<file path="src/rtl/ndv_pkg.sv">
package ndv_pkg;
  typedef enum logic [2:0] {
    VERD_NONE = 3'd0,
    VERD_OV   = 3'd1,
    VERD_IMP  = 3'd2,
    VERD_DROP = 3'd3,
    VERD_FLAT = 3'd4
  } verdict_e;
endpackage

</file>
<file path="src/rtl/ndv_min_timer.sv">
module ndv_min_timer #(
  parameter int LIMIT = 16,
  parameter int CW    = $clog2(LIMIT + 1)
) (
  input  logic clk,
  input  logic rst,
  input  logic clr_i,
  input  logic tick_i,
  output logic reached_o
);
  localparam logic [CW-1:0] LIM = CW'(LIMIT);

  logic [CW-1:0] cnt;

  always_ff @(posedge clk) begin
    if (rst || clr_i)
      cnt <= '0;
    else if (tick_i && cnt != LIM)
      cnt <= cnt + 1'b1;
  end

  assign reached_o = (cnt == LIM);

  // counter saturates at its limit
  p_cnt_bound_r4: assert property (@(posedge clk) disable iff (rst)
    cnt <= LIM);
  // clear brings the count back to zero
  p_cnt_clear_r10: assert property (@(posedge clk) disable iff (rst)
    clr_i |=> cnt == '0);
endmodule

</file>
<file path="src/rtl/ndv_peak_track.sv">
module ndv_peak_track #(
  parameter int VW   = 12,
  parameter int DROP = 2
) (
  input  logic          clk,
  input  logic          rst,
  input  logic          clr_i,
  input  logic          sample_i,
  input  logic [VW-1:0] v_rest_i,
  output logic          new_peak_o,
  output logic          drop_o
);
  logic [VW-1:0] peak;
  logic [VW:0]   floor_ext;

  assign new_peak_o = v_rest_i > peak;
  assign floor_ext  = {1'b0, v_rest_i} + (VW+1)'(DROP);
  assign drop_o     = {1'b0, peak} > floor_ext;

  always_ff @(posedge clk) begin
    if (rst || clr_i)
      peak <= '0;
    else if (sample_i && new_peak_o)
      peak <= v_rest_i;
  end

  // peak never decreases except on clear
  p_peak_mono_r2: assert property (@(posedge clk) disable iff (rst)
    !$past(clr_i) |-> peak >= $past(peak));
  // clear zeroes the peak
  p_peak_clear_r10: assert property (@(posedge clk) disable iff (rst)
    clr_i |=> peak == '0);
endmodule

</file>
<file path="src/rtl/ndv_verdict.sv">
module ndv_verdict
  import ndv_pkg::*;
#(
  parameter int VW = 12
) (
  input  logic [VW-1:0] v_rest_i,
  input  logic [VW-1:0] v_load_i,
  input  logic [VW-1:0] imp_thr_i,
  input  logic [VW-1:0] v_limit_i,
  input  logic          hold_ok_i,
  input  logic          drop_i,
  input  logic          flat_exp_i,
  input  logic          new_peak_i,
  output verdict_e      verdict_o
);
  logic [VW:0] diff;
  logic        ov, imp, drp, flt;

  assign diff = {1'b0, v_load_i} - {1'b0, v_rest_i};
  assign ov   = (v_rest_i > v_limit_i) || (v_load_i > v_limit_i);
  assign imp  = (v_load_i > v_rest_i) && (diff[VW-1:0] > imp_thr_i);
  assign drp  = hold_ok_i && drop_i;
  assign flt  = hold_ok_i && flat_exp_i && !new_peak_i;

  always_comb begin
    if (ov)       verdict_o = VERD_OV;
    else if (imp) verdict_o = VERD_IMP;
    else if (drp) verdict_o = VERD_DROP;
    else if (flt) verdict_o = VERD_FLAT;
    else          verdict_o = VERD_NONE;
  end
endmodule

</file>
<file path="src/rtl/ndv_term_detect.sv">
module ndv_term_detect
  import ndv_pkg::*;
#(
  parameter int VW       = 12,
  parameter int DROP     = 2,
  parameter int HOLD_MIN = 4,
  parameter int FLAT_MIN = 16
) (
  input  logic          clk,
  input  logic          rst,
  input  logic          fc_start_i,
  input  logic          test_stb_i,
  input  logic [VW-1:0] v_rest_i,
  input  logic [VW-1:0] v_load_i,
  input  logic [VW-1:0] imp_thr_i,
  input  logic [VW-1:0] v_limit_i,
  input  logic          min_tick_i,
  output logic          done_o,
  output logic          flat_o,
  output logic          imp_fail_o,
  output logic          ov_fail_o
);
  logic     sample, new_peak, drop, hold_ok, flat_exp;
  verdict_e verdict;

  assign sample = test_stb_i && !fc_start_i;

  ndv_peak_track #(.VW(VW), .DROP(DROP)) u_peak (
    .clk(clk), .rst(rst), .clr_i(fc_start_i), .sample_i(sample),
    .v_rest_i(v_rest_i), .new_peak_o(new_peak), .drop_o(drop));

  ndv_min_timer #(.LIMIT(HOLD_MIN)) u_hold (
    .clk(clk), .rst(rst), .clr_i(fc_start_i), .tick_i(min_tick_i),
    .reached_o(hold_ok));

  ndv_min_timer #(.LIMIT(FLAT_MIN)) u_flat (
    .clk(clk), .rst(rst), .clr_i(fc_start_i || (sample && new_peak)),
    .tick_i(min_tick_i), .reached_o(flat_exp));

  ndv_verdict #(.VW(VW)) u_verd (
    .v_rest_i(v_rest_i), .v_load_i(v_load_i), .imp_thr_i(imp_thr_i),
    .v_limit_i(v_limit_i), .hold_ok_i(hold_ok), .drop_i(drop),
    .flat_exp_i(flat_exp), .new_peak_i(new_peak), .verdict_o(verdict));

  always_ff @(posedge clk) begin
    if (rst) begin
      done_o     <= 1'b0;
      flat_o     <= 1'b0;
      imp_fail_o <= 1'b0;
      ov_fail_o  <= 1'b0;
    end else begin
      ov_fail_o  <= sample && verdict == VERD_OV;
      imp_fail_o <= sample && verdict == VERD_IMP;
      done_o     <= sample && verdict == VERD_DROP;
      flat_o     <= sample && verdict == VERD_FLAT;
    end
  end

  // never more than one verdict at a time
  p_one_verdict_r8: assert property (@(posedge clk) disable iff (rst)
    $onehot0({done_o, flat_o, imp_fail_o, ov_fail_o}));
  // verdicts only follow an accepted strobe
  p_after_strobe_r9: assert property (@(posedge clk) disable iff (rst)
    (done_o || flat_o || imp_fail_o || ov_fail_o)
      |-> ($past(test_stb_i) && !$past(fc_start_i)));
  // drop and flat only once hold-off has ended
  p_holdoff_r5: assert property (@(posedge clk) disable iff (rst)
    (done_o || flat_o) |-> $past(hold_ok));
endmodule

</file>
<file path="config.mk">
export PLATFORM = sky130hd
export DESIGN_NAME = ndv_term_detect
export DESIGN_NICKNAME = d
export VERILOG_FILES = /design/src/rtl/ndv_pkg.sv /design/src/rtl/ndv_min_timer.sv /design/src/rtl/ndv_peak_track.sv /design/src/rtl/ndv_verdict.sv /design/src/rtl/ndv_term_detect.sv
export SDC_FILE = /design/constraint.sdc
export NUM_CORES = 1
export LEC_CHECK = 0
export BUFFER_PORTS_ARGS = -buffer_cell sky130_fd_sc_hd__buf_2
export CORE_MARGIN = 2
export CORE_UTILIZATION = 45
export DETAILED_ROUTE_END_ITERATION = 10
export GPL_ROUTABILITY_DRIVEN = 0
export GPL_TIMING_DRIVEN = 1
export PLACE_DENSITY = 0.67
export SLEW_MARGIN = 20
export SYNTH_ARGS = -nofsm -noshare
export SYNTH_HDL_FRONTEND = slang
export SYNTH_SLANG_ARGS = --single-unit
</file>
<file path="constraint.sdc">
create_clock -name clk -period 3.9 [get_ports clk]
set_input_delay 0.39 -clock clk [delete_from_list [all_inputs] [get_ports clk]]
set_output_delay 0.39 -clock clk [all_outputs]
set_load 0.005 [all_outputs]
</file>
---- Word level (Yosys, flattened, before mapping) ----
Cells that the tools add are included.
W data, S select, Z words.
storage, ports and cells
  flip-flop bits (word level) ............. 24
  output and inout bits ................... 4
  memories ................................ 0
  RAM bits ................................ 0
  bits of input ports ..................... 53
  ROM bits ................................ 0
  bits in latches ......................... 0
cells by class
  bitwise logic cells ..................... 0
  order comparisons ....................... 6
  equality and inequality tests ........... 8
  divide/modulo/power cells ............... 0
  multiplexer cells ....................... 4
  add/sub/neg operators ................... 4
  shifts and indexed selects .............. 0
  reductions and logical operators ........ 18
  $mul .................................... 0
operators with widths
  kind                     number
  $gt A12 B12 Y1           5
  $add A12 B2 Y13 const B  1
  $gt A12 B13 Y1           1
  $logic_and A1 B1 Y1      12
  $mux W3                  4
  $sub A12 B12 Y12         1
  $eq A3 B2 Y1 const B     2
  $eq A3 B3 Y1 const B     2
  $add A5 B1 Y5 const B    1
  $eq A5 B5 Y1 const B     1
  $ne A5 B5 Y1 const B     1
  $logic_or A1 B1 Y1       4
  $add A3 B1 Y3 const B    1
  $eq A3 B1 Y1 const B     1
  $ne A3 B3 Y1 const B     1
  $logic_not A1 Y1         2

---- Depth between registers and ports, before layout ----
Gate-level depths: netlist (run 1).
  word-level depth ........................ 9
  mapped depth ............................ 16
  mapped depth without buffers ............ 16

---- Hierarchy ----
A second synthesis (run 1) with hierarchy kept.
unflattened totals
  cell total of the unflattened synthesis .. 461
  area, all modules ....................... 3714.8 um^2
modules (own cells, without submodules)
  module                   cells each  instances  area each (um^2)
  ndv_peak_track           200         1          1614.0
  ndv_verdict              201         1          1473.9
  ndv_min_timer at u_flat  29          1          281.5
  ndv_min_timer at u_hold  18          1          187.7
  ndv_term_detect          13          1          157.7

---- Least setup slack after synthesis (run 1) ----
No wires, ideal clock.
  path type ............................... input -> register
  start point ............................. input v_load_i[0]
  end point ............................... register flat_o
  setup time .............................. 0.087 ns
  arrival time ............................ 3.197 ns
  data required time ...................... 3.813 ns
  stages .................................. 15
  slack ................................... 0.615 ns
  buffers on the path ..................... 0
  cells stage by stage .................... inv_1 > ha_1 > fa_1 > nand2b_1 > a211oi_1 > nor2b_1 > o21ai_1 > a2111o_1 > o2111ai_1 > ha_1 > nand2_1 > o21ai_0 > or3_1 > and3_1 > nor4b_2
on the way
  longest elaborated chain between the ends .. 7
ends and longest elaborated chain
  what                     RTL line               source
  start, declared          ndv_term_detect.sv:14  input logic [VW-1:0] v_load_i,
  $sub A12 B12 Y12         ndv_verdict.sv:19      assign diff = {1'b0, v_load_i} - {1'b0, v_rest_i};
  $gt A12 B12 Y1           ndv_verdict.sv:21      assign imp = (v_load_i > v_rest_i) && (diff[VW-1:0] > imp_thr_i);
  $logic_and A1 B1 Y1      ndv_verdict.sv:21
  $mux W3                  ndv_verdict.sv:27      else if (imp) verdict_o = VERD_IMP;
  $mux W3 (*)              ndv_verdict.sv:26      if (ov) verdict_o = VERD_OV;
  $eq A3 B3 Y1 (*)         ndv_term_detect.sv:55  flat_o <= sample && verdict == VERD_FLAT;
  $logic_and A1 B1 Y1 (*)  ndv_term_detect.sv:55
  end signal, assigned     ndv_term_detect.sv:48  flat_o <= 1'b0;
  end signal, assigned     ndv_term_detect.sv:55
  end, declared            ndv_term_detect.sv:19  output logic flat_o,
Mark *: on every way between the ends. The rest lies on a longest branch, timed or not.
A chain may end at the register's enable or synchronous reset.

---- Final worst setup path (run 1) ----
  start point ............................. input v_rest_i[1]
  end point ............................... register flat_o
on the way
  longest elaborated chain between the ends .. 9
ends and longest elaborated chain
  what                                                     RTL line               source
  start, declared                                          ndv_term_detect.sv:13  input logic [VW-1:0] v_rest_i,
  branches (longest 6 deep; another with $add A12 B2 Y13)  n/a
  $mux W3 (*)                                              ndv_verdict.sv:26
  $eq A3 B3 Y1 (*)                                         ndv_term_detect.sv:55
  $logic_and A1 B1 Y1 (*)                                  ndv_term_detect.sv:55
Mark *: on every way between the ends.

==> metrics.txt, run 1 <==
# TYPE chip_impl_metric gauge
chip_impl_info{name="status",value="finished clean"} 1
chip_impl_metric{name="postSynth.asyncResetShare",unit="%"} 0
chip_impl_info{name="grt-busiest-layer",value="met2"} 1
chip_impl_metric{name="post_synth_xor_area_fraction",unit="%"} 6.17
chip_impl_metric{name="vias_per_cell",unit=""} 5.43
chip_impl_metric{name="critical_path.max_stage_delay",unit="ps"} 410
chip_impl_info{name="cts_tree",value="built"} 1
chip_impl_info{name="dominant_combinational_cell_family_by_area_after_synthesis",value="adder cells"} 1
chip_impl_metric{name="initial_utilization",unit="%"} 46.2
chip_impl_info{name="nature_of_the_critical_path_startpoint",value="input port"} 1
chip_impl_metric{name="grt.met1_usage",unit="%"} 27.2
chip_impl_metric{name="total_overflow_reported_by_the_global_router",unit=""} 0
chip_impl_metric{name="slew-limit-headroom",unit="%"} 39.0
chip_impl_metric{name="timing.setup.tns",unit="ps"} 0
chip_impl_info{name="dominantRegCellSynth",value="dfxtp_1"} 1
chip_impl_metric{name="grt_util_all_layers",unit="%"} 19.3
chip_impl_metric{name="grt.met3_usage",unit="%"} 2.56
chip_impl_metric{name="filler_cell_count",unit=""} 672
chip_impl_metric{name="clock_slew_at_reported_path_ffs",unit="ps"} 100
chip_impl_metric{name="clock_tree.htree_level_count",unit=""} 1
chip_impl_metric{name="maxCapViolCount",unit=""} 0
chip_impl_metric{name="grt_pass1_wl",unit="um"} 12100
chip_impl_metric{name="final_period_utilization",unit="%"} 87.3
chip_impl_info{name="crit_top_cell",value="ha_1"} 1
chip_impl_metric{name="critical_path_data_required_time",unit="ps"} 4100
chip_impl_metric{name="cts_hold_repair.buffers",unit=""} 0
chip_impl_info{name="worst_setup_path_end_kind",value="flip-flop"} 1
chip_impl_metric{name="power.density",unit="nW/um^2"} 235
chip_impl_metric{name="layout-area-overhead-vs-synth",unit="%"} 13.1
chip_impl_metric{name="final.min_clock_period",unit="ps"} 3400
chip_impl_metric{name="die_x",unit="um"} 87.3
chip_impl_info{name="holdCritPathClass",value="in -> reg"} 1
chip_impl_metric{name="die_h",unit="um"} 87.3
chip_impl_metric{name="number_of_hold_slack_violations_in_the_final_timing_report",unit=""} 0
chip_impl_metric{name="postCtsSetupBuffers",unit=""} 0
chip_impl_metric{name="synth_cells",unit=""} 399
chip_impl_metric{name="dpl.hpwl",unit="um"} 6020
chip_impl_metric{name="synth_compound_area_share",unit="%"} 18.4
chip_impl_info{name="crit_family",value="simple AND/OR/NAND/NOR gates"} 1
chip_impl_metric{name="post_synth.cell_area_avg",unit="um^2"} 7.83
chip_impl_metric{name="synthMuxAreaShare",unit="%"} 0.321
chip_impl_info{name="crit_type",value="in -> reg"} 1
chip_impl_metric{name="seqCellArea",unit="um^2"} 480
chip_impl_metric{name="detailedRoute.firstIterationViolations",unit=""} 127
chip_impl_metric{name="post-synth-top-area-fraction",unit="%"} 30.8
chip_impl_metric{name="yosys_warnings",unit=""} 0
chip_impl_info{name="synth.area.top_cells",value="ha_1 31%, dfxtp_1 15%, inv_1 7.0%"} 1
chip_impl_info{name="clockRootBuffer",value="clkbuf_8"} 1
chip_impl_metric{name="top_level_pins",unit=""} 57
chip_impl_metric{name="power.leakage",unit="nW"} 1.70
chip_impl_metric{name="timing_max_transition_violations_final",unit=""} 0
chip_impl_metric{name="worstSkewPairLatency",unit="ps"} 270
chip_impl_metric{name="ctsLongestPathBuffers",unit=""} 2
chip_impl_metric{name="grt_pass1_vias",unit=""} 2710
chip_impl_metric{name="netlist_area",unit="um^2"} 3120
chip_impl_metric{name="max-vdd-ir-drop",unit="uV"} 100
chip_impl_info{name="most_instantiated_library_cell_after_synthesis",value="ha_1"} 1
chip_impl_info{name="critical-path-slowest-cell",value="or3_1"} 1
chip_impl_metric{name="drtPass1Iterations",unit=""} 4
chip_impl_metric{name="buffer_ports.inserted",unit=""} 56
chip_impl_metric{name="insertedDiodeCount",unit=""} 0
chip_impl_metric{name="actual_transition_at_the_worst_max_transition_pin",unit="ps"} 912
chip_impl_metric{name="avgRoutedWirePerCell",unit="um"} 13.4
chip_impl_metric{name="row_count",unit=""} 30
chip_impl_metric{name="cts_buffers",unit=""} 3
chip_impl_metric{name="synth-edff-count",unit=""} 0
chip_impl_metric{name="floorplan.die_area",unit="um^2"} 7620
chip_impl_metric{name="yosys_register_bits",unit=""} 24
chip_impl_metric{name="synthAdderAreaFrac",unit="%"} 31.5
chip_impl_metric{name="core-area",unit="um^2"} 6760
chip_impl_metric{name="critical_path.max_fanout",unit=""} 10
chip_impl_metric{name="layout-drive-gt1-share",unit="%"} 14.4
chip_impl_metric{name="grt_start_max_net_pins",unit=""} 25
chip_impl_metric{name="finalClockSkew",unit="ps"} 12.4
chip_impl_metric{name="grt.met2_usage",unit="%"} 32.5
chip_impl_metric{name="worst-endpoint-arrival",unit="ps"} 3600
chip_impl_info{name="post-synth-top-area-cell",value="ha_1"} 1
chip_impl_metric{name="path_buf_inv",unit=""} 2
chip_impl_metric{name="drc",unit=""} 0
chip_impl_metric{name="post_synth_num_cell_types",unit=""} 48
chip_impl_metric{name="final_util",unit="%"} 52.3
chip_impl_metric{name="cts_resized",unit=""} 0
chip_impl_metric{name="syn_nets",unit=""} 530
chip_impl_metric{name="multi_input_comb_area",unit="um^2"} 2380
chip_impl_metric{name="antenna_found_initial",unit=""} 0
chip_impl_info{name="worst_path_cell_chain",value="buf_2 -> inv_1 -> ha_1 -> nor2b_1 -> o31a_1 -> nor2_1 -> o211ai_1 -> o31ai_1 -> xnor2_1 -> ha_1 -> a21oi_1 -> o21ai_0 -> or3_1 -> and3_1 -> nor4b_2"} 1
chip_impl_metric{name="final_antenna_net_count",unit=""} 0
chip_impl_metric{name="routed_wl",unit="um"} 7120
chip_impl_metric{name="dr_total_vias",unit=""} 2891
chip_impl_metric{name="count_of_final_setup_violators",unit=""} 0
chip_impl_info{name="synth.top_cells.by_count",value="77 x ha_1, 58 x inv_1, 34 x a21oi_1"} 1
chip_impl_info{name="rsz0062_at_grt",value="false"} 1
chip_impl_metric{name="share_of_synthesized_cell_area_in_and_or_nand_and_nor_gates",unit="%"} 19.9
chip_impl_metric{name="synth_seq_area_share",unit="%"} 15.4
chip_impl_metric{name="timing.fmax",unit="MHz"} 294
chip_impl_metric{name="num-nets-final",unit=""} 584
chip_impl_metric{name="cts.sinks",unit=""} 24
==> metrics by stage <==
stage               cell area [um^2]  setup slack, ps  power, mW  cells  hold slack (ps)
floorplan                       3120              615      0.519    399              453
global placement                3460              305      0.602    528              466
detailed placement              3460              185      0.612    528              474
CTS                             3530              477      0.836    532              421
global route                    3530              146      0.900    532              430
finish                          3530              497      0.830    532              418
==> cell usage in the layout (no fill, tap or decap), types with 2 or more instances in the layout <==
cell      netlist  final
buf_2           2     56
and3_1          5      5
o21ai_0        12     12
nor2b_1         6      6
a21oi_1        34     34
ha_1           77     77
inv_1          58     58
nor3_1          8      8
xnor2_1        17     17
nand3_1        24     24
nand2_1        22     22
nand4_1        18     18
a211o_1         2      2
nor2_1         19     19
a31oi_1         4      4
o211ai_1        4      4
a21o_1          2      2
o21ai_1         3      3
o21a_1          3      3
xor2_1          5      5
nand2b_1        6      6
o31ai_1        15     15
nor4_1          2      2
dfxtp_1        24     24
clkbuf_8        0      3
==> power breakdown <==
part	leakage [nW]	internal, mW	switching (mW)
Combinational	1.47	0.153	0.201
Sequential	0.194	0.251	0.00372
Clock	0.0357	0.137	0.0838
Total	1.70	0.541	0.289
==> layer usage <==
metal	routed length (um)	vias to the layer above
li1	-	1548
met2	3070	55
met5	0	-
met3	279	2
met1	3740	1286
met4	25	0
==> path summary, 6_finish.rpt <==
path | cells past startpoint | to | slack (ps) | start
worst max-delay path | 15 | flat_o$_SDFF_PP0_ | 500 | v_rest_i[1]
worst min-delay path | 3 | u_peak.peak[10]$_SDFFE_PP0P_ | 420 | v_rest_i[10]
worst max register to register | 8 | u_flat.cnt[3]$_SDFFE_PP0P_ | 1560 | u_peak.peak[11]$_SDFFE_PP0P_
worst min register to register | 2 | u_hold.cnt[1]$_SDFFE_PP0P_ | 480 | u_hold.cnt[1]$_SDFFE_PP0P_
==> tightest hold or removal path, delay by kind of cell <==
| family | cells | cell delay, ps |
|---|---|---|
| AO/OA/AOI/OAI | 1 | 60 |
| buffers and inverters | 1 | 130 |
| AND/OR/NAND/NOR | 1 | 80 |
==> cell type report <==
| class | instances | area share (%) |
|---|---|---|
| sequential | 24 | 13.6 |
| tap | 80 | 2.83 |
| timing repair buffer | 56 | 7.94 |
| inverter | 58 | 6.17 |
| multi-input combinational | 310 | 67.4 |
| clock buffer | 3 | 1.17 |
| clock inverter | 1 | 0.850 |
==> state kept, by name (all words and copies together) (netlist names) <==
signal and count:
done_o 1, imp_fail_o 1, u_flat.cnt 5, u_peak.peak 12, ov_fail_o 1, u_hold.cnt 3
flat_o 1
==> logic make-up after synthesis <==
| family | Yosys count |
|---|---|
| and+or+nand+nor | 119 |
| muxes | 1 |
| xor gates and xnor gates | 22 |
| AOI/OAI and AO/OA | 90 |
| DFF | 24 |
| adders and majority gates | 78 |
| buffers and inverters | 65 |
Note: power is estimated with default switching activity, not from simulation.
==> run 2: changes to the inputs <==
PLACE_DENSITY = 0.66   (was 0.67)
RECOVER_POWER = 100   (was not set)
SYNTH_HIERARCHICAL = 1   (was not set)
==> metrics.txt, run 2 <==
# TYPE chip_impl_metric gauge
chip_impl_info{name="status",value="finished clean"} 1
chip_impl_metric{name="post-layout-total-power",unit="uW"} 869
chip_impl_info{name="most_instantiated_library_cell_after_synthesis",value="ha_1"} 1
chip_impl_metric{name="timing_max_transition_violations_final",unit=""} 0
chip_impl_info{name="worst_r2r_startpoint",value="u_peak/peak[8]$_SDFFE_PP0P_"} 1
chip_impl_info{name="crit_type",value="in -> reg"} 1
chip_impl_metric{name="top_level_pins",unit=""} 57
chip_impl_metric{name="sequentialPowerShare",unit="%"} 29.3
chip_impl_metric{name="grt_util_all_layers",unit="%"} 22.1
chip_impl_metric{name="clock_slew_at_reported_path_ffs",unit="ps"} 80
chip_impl_info{name="largest-register",value="u_peak/peak"} 1
chip_impl_metric{name="reg2reg_depth",unit=""} 11
chip_impl_metric{name="ctsLongestPathBuffers",unit=""} 2
chip_impl_info{name="cts_tree",value="built"} 1
chip_impl_metric{name="cts_buffers",unit=""} 3
chip_impl_metric{name="comb_power_share",unit="%"} 45.1
chip_impl_metric{name="synth_seq_area_share",unit="%"} 12.9
chip_impl_metric{name="critical_path_data_required_time",unit="ps"} 4100
chip_impl_metric{name="floorplan.die_area",unit="um^2"} 9000
chip_impl_info{name="worst_setup_path_startpoint",value="v_rest_i[1]"} 1
chip_impl_info{name="dominantRegCellSynth",value="dfxtp_1"} 1
chip_impl_metric{name="final.min_clock_period",unit="ps"} 3690
chip_impl_info{name="worst_path_cell_chain",value="buf_2 -> inv_1 -> ha_1 -> nor2b_1 -> o21a_1 -> o21a_1 -> o21a_1 -> nor2_1 -> xnor2_1 -> ha_1 -> a21o_1 -> a221o_1 -> a221o_1 -> o221a_4 -> o21ai_0 -> clkbuf_1 -> nor3b_2"} 1
chip_impl_info{name="nature_of_the_critical_path_startpoint",value="input port"} 1
chip_impl_metric{name="routed_wl",unit="um"} 9540
chip_impl_metric{name="actual_transition_at_the_worst_max_transition_pin",unit="ps"} 866
chip_impl_metric{name="grt_pass1_vias",unit=""} 3538
chip_impl_metric{name="cts.sinks",unit=""} 24
chip_impl_metric{name="power.density",unit="nW/um^2"} 206
chip_impl_metric{name="post-place-cells",unit=""} 631
chip_impl_metric{name="intPower",unit="uW"} 562
chip_impl_metric{name="synth_cells",unit=""} 461
chip_impl_metric{name="max-vdd-ir-drop",unit="uV"} 179
chip_impl_metric{name="antenna_found_initial",unit=""} 0
chip_impl_metric{name="yosys_warnings",unit=""} 6
chip_impl_metric{name="worstSkewPairLatency",unit="ps"} 270
chip_impl_info{name="regToRegEndpoint",value="ov_fail_o$_SDFF_PP0_"} 1
chip_impl_metric{name="final-instance-count-excl-fill",unit=""} 635
chip_impl_metric{name="synth-edff-count",unit=""} 0
chip_impl_metric{name="post_synth_num_cell_types",unit=""} 59
chip_impl_metric{name="core-area",unit="um^2"} 8090
chip_impl_metric{name="worst-endpoint-arrival",unit="ps"} 3890
chip_impl_metric{name="num-nets-final",unit=""} 662
chip_impl_info{name="worst_setup_path_end_kind",value="flip-flop"} 1
chip_impl_metric{name="grt_start_max_net_pins",unit=""} 49
chip_impl_metric{name="detailedRoute.firstIterationViolations",unit=""} 195
chip_impl_metric{name="total_overflow_reported_by_the_global_router",unit=""} 0
chip_impl_metric{name="yosys_register_bits",unit=""} 24
chip_impl_metric{name="netlist_area",unit="um^2"} 3710
chip_impl_metric{name="place_worst_setup_slack",unit="ps"} -117
chip_impl_metric{name="total_switching_power",unit="uW"} 307
chip_impl_metric{name="post_synth.cell_area_avg",unit="um^2"} 8.06
chip_impl_metric{name="drc",unit=""} 0
chip_impl_metric{name="cts_resized",unit=""} 0
chip_impl_info{name="post-synth-top-area-cell",value="ha_1"} 1
chip_impl_metric{name="die_x",unit="um"} 94.9
chip_impl_metric{name="post-synth-top-area-fraction",unit="%"} 25.9
chip_impl_metric{name="grt_pass1_wl",unit="um"} 15900
chip_impl_info{name="layout.cells.most_common",value="ha_1"} 1
chip_impl_metric{name="postCtsSetupBuffers",unit=""} 0
chip_impl_info{name="holdCritPathClass",value="in -> reg"} 1
chip_impl_info{name="largestRegisters",value="u_peak/peak: 12 flops, u_flat/cnt: 5 flops, u_hold/cnt: 3 flops"} 1
chip_impl_metric{name="count_of_final_setup_violators",unit=""} 0
chip_impl_metric{name="power.leakage",unit="nW"} 1.89
chip_impl_metric{name="cts_hold_repair.buffers",unit=""} 0
chip_impl_metric{name="r2r_slack",unit="ps"} 660
chip_impl_metric{name="dpl.hpwl",unit="um"} 7780
chip_impl_metric{name="timing.hold.ws",unit="ps"} 446
chip_impl_metric{name="number_of_hold_slack_violations_in_the_final_timing_report",unit=""} 0
chip_impl_metric{name="drtPass1Iterations",unit=""} 5
chip_impl_metric{name="postLayoutCellArea",unit="um^2"} 4220
chip_impl_metric{name="slew-limit-headroom",unit="%"} 42.1
chip_impl_metric{name="placedInstanceArea",unit="um^2"} 4230
chip_impl_info{name="hold_path_startpoint",value="rst"} 1
chip_impl_metric{name="power.switching_fraction",unit="%"} 35.4
chip_impl_metric{name="finalClockSkew",unit="ps"} 12.5
chip_impl_metric{name="final_period_utilization",unit="%"} 94.6
chip_impl_metric{name="avgRoutedWirePerCell",unit="um"} 15.0
chip_impl_info{name="critical_path.endpoint",value="ov_fail_o$_SDFF_PP0_"} 1
chip_impl_info{name="crit_top_cell",value="o21a_1"} 1
chip_impl_metric{name="critical_path.max_fanout",unit=""} 3
chip_impl_metric{name="maxCapViolCount",unit=""} 0
chip_impl_metric{name="insertedDiodeCount",unit=""} 0
chip_impl_metric{name="layout-area-overhead-vs-synth",unit="%"} 13.6
chip_impl_metric{name="initial_utilization",unit="%"} 45.9
chip_impl_metric{name="row_count",unit=""} 33
chip_impl_metric{name="critical_path.max_stage_delay",unit="ps"} 390
chip_impl_info{name="critical-path-slowest-cell",value="a221o_1"} 1
chip_impl_metric{name="largest_reg_flops",unit=""} 12
chip_impl_metric{name="vias_per_cell",unit=""} 5.69
chip_impl_metric{name="syn_nets",unit=""} 592
chip_impl_metric{name="postSynth.asyncResetShare",unit="%"} 0
chip_impl_metric{name="setup_ws",unit="ps"} 210
chip_impl_metric{name="p_clk_share",unit="%"} 25.6
chip_impl_info{name="synth.top_cells.by_count",value="77 x ha_1, 60 x inv_1, 39 x nand2_1"} 1
chip_impl_info{name="rsz0062_at_grt",value="false"} 1
chip_impl_metric{name="buffer_ports.inserted",unit=""} 56
chip_impl_metric{name="timing.fmax",unit="MHz"} 271
chip_impl_metric{name="clock_tree.htree_level_count",unit=""} 1
chip_impl_metric{name="die_h",unit="um"} 94.9
chip_impl_metric{name="final_antenna_net_count",unit=""} 0
chip_impl_info{name="synth.area.top_cells",value="ha_1 26%, dfxtp_1 13%, inv_1 6.1%"} 1
chip_impl_metric{name="dr_total_vias",unit=""} 3611
chip_impl_info{name="clockRootBuffer",value="clkbuf_8"} 1
chip_impl_info{name="final_cell_mix",value="77 x ha_1, 60 x inv_1, 53 x buf_2"} 1
chip_impl_metric{name="layout-drive-gt1-share",unit="%"} 18.1
## run 2: kinds of logic (layout without fill, tap and decap cells)
logic type / Yosys count / after routing / share of synthesized area (%)
flip-flops: 24 / 24 / 12.9
adder cells (fa/ha/maj): 78 / 78 / 26.5
XOR/XNOR: 20 / 20 / 4.72
AO/OA/AOI/OAI: 98 / 98 / 22.9
multiplexers: 2 / 2 / 0.606
buffers and inverters: 73 / 142 / 7.68
AND/OR/NAND/NOR: 166 / 166 / 24.7
## run 2: power groups by stage
stage          clock, mW  sequential (mW)  combinational (mW)
4_1_cts            0.228            0.255               0.397
3_3_place_gp           0            0.260               0.378
2_1_floorplan          0            0.259               0.260
6_report           0.222            0.255               0.392
5_1_grt            0.239            0.256               0.444
3_5_place_dp           0            0.261               0.392
## run 2: per-layer routing
layer / part of all wire [%] / wire, um / vias to the layer above / GRT usage (%)
met2: 50 / 4740 / 87 / 39.2
met4: 1.5 / 147 / 0 / 6.52
met1: 44 / 4200 / 1676 / 27.6
met3: 4.7 / 450 / 12 / 3.19
met5: 0 / 0 / - / 0
li1: - / - / 1836 / -
## run 2: worst min path at each step
| stage | to | slack [ps] | cells after the start |
|---|---|---|---|
| global route | u_flat/cnt[4]$_SDFFE_PP0P_ | 450 | 2 |
| detailed placement | u_flat/cnt[1]$_SDFFE_PP0P_ | 510 | 2 |
| finish | u_flat/cnt[4]$_SDFFE_PP0P_ | 450 | 2 |
| floorplan | u_flat/cnt[4]$_SDFFE_PP0P_ | 460 | 1 |
| CTS | u_hold/cnt[2]$_SDFFE_PP0P_ | 430 | 2 |
| global placement | u_flat/cnt[1]$_SDFFE_PP0P_ | 490 | 2 |
## run 2: layout make-up
class	count	area [um^2]
Fill cell	831	3870
Multi-Input combinational cell	364	2880
Sequential cell	24	480
Timing Repair Buffer	77	430
Inverter	61	229
Tap cell	105	131
Clock buffer	3	41.3
Clock inverter	1	30.0
## run 2: worst max-delay path: cells and delay by family
family / cells / cell delay [ps]
compound gates: 8 / 1960
xor+xnor: 1 / 150
fa+ha+maj: 2 / 590
buf+inv: 3 / 390
simple gates: 3 / 420
## run 2: per-stage QoR
step / utilization, % / setup TNS (ps)
floorplan: - / 0
global placement: 52.3 / 0
detailed placement: 52.3 / -252
CTS: 53.2 / 0
global route: 52.1 / 0
finish: 52.1 / 0
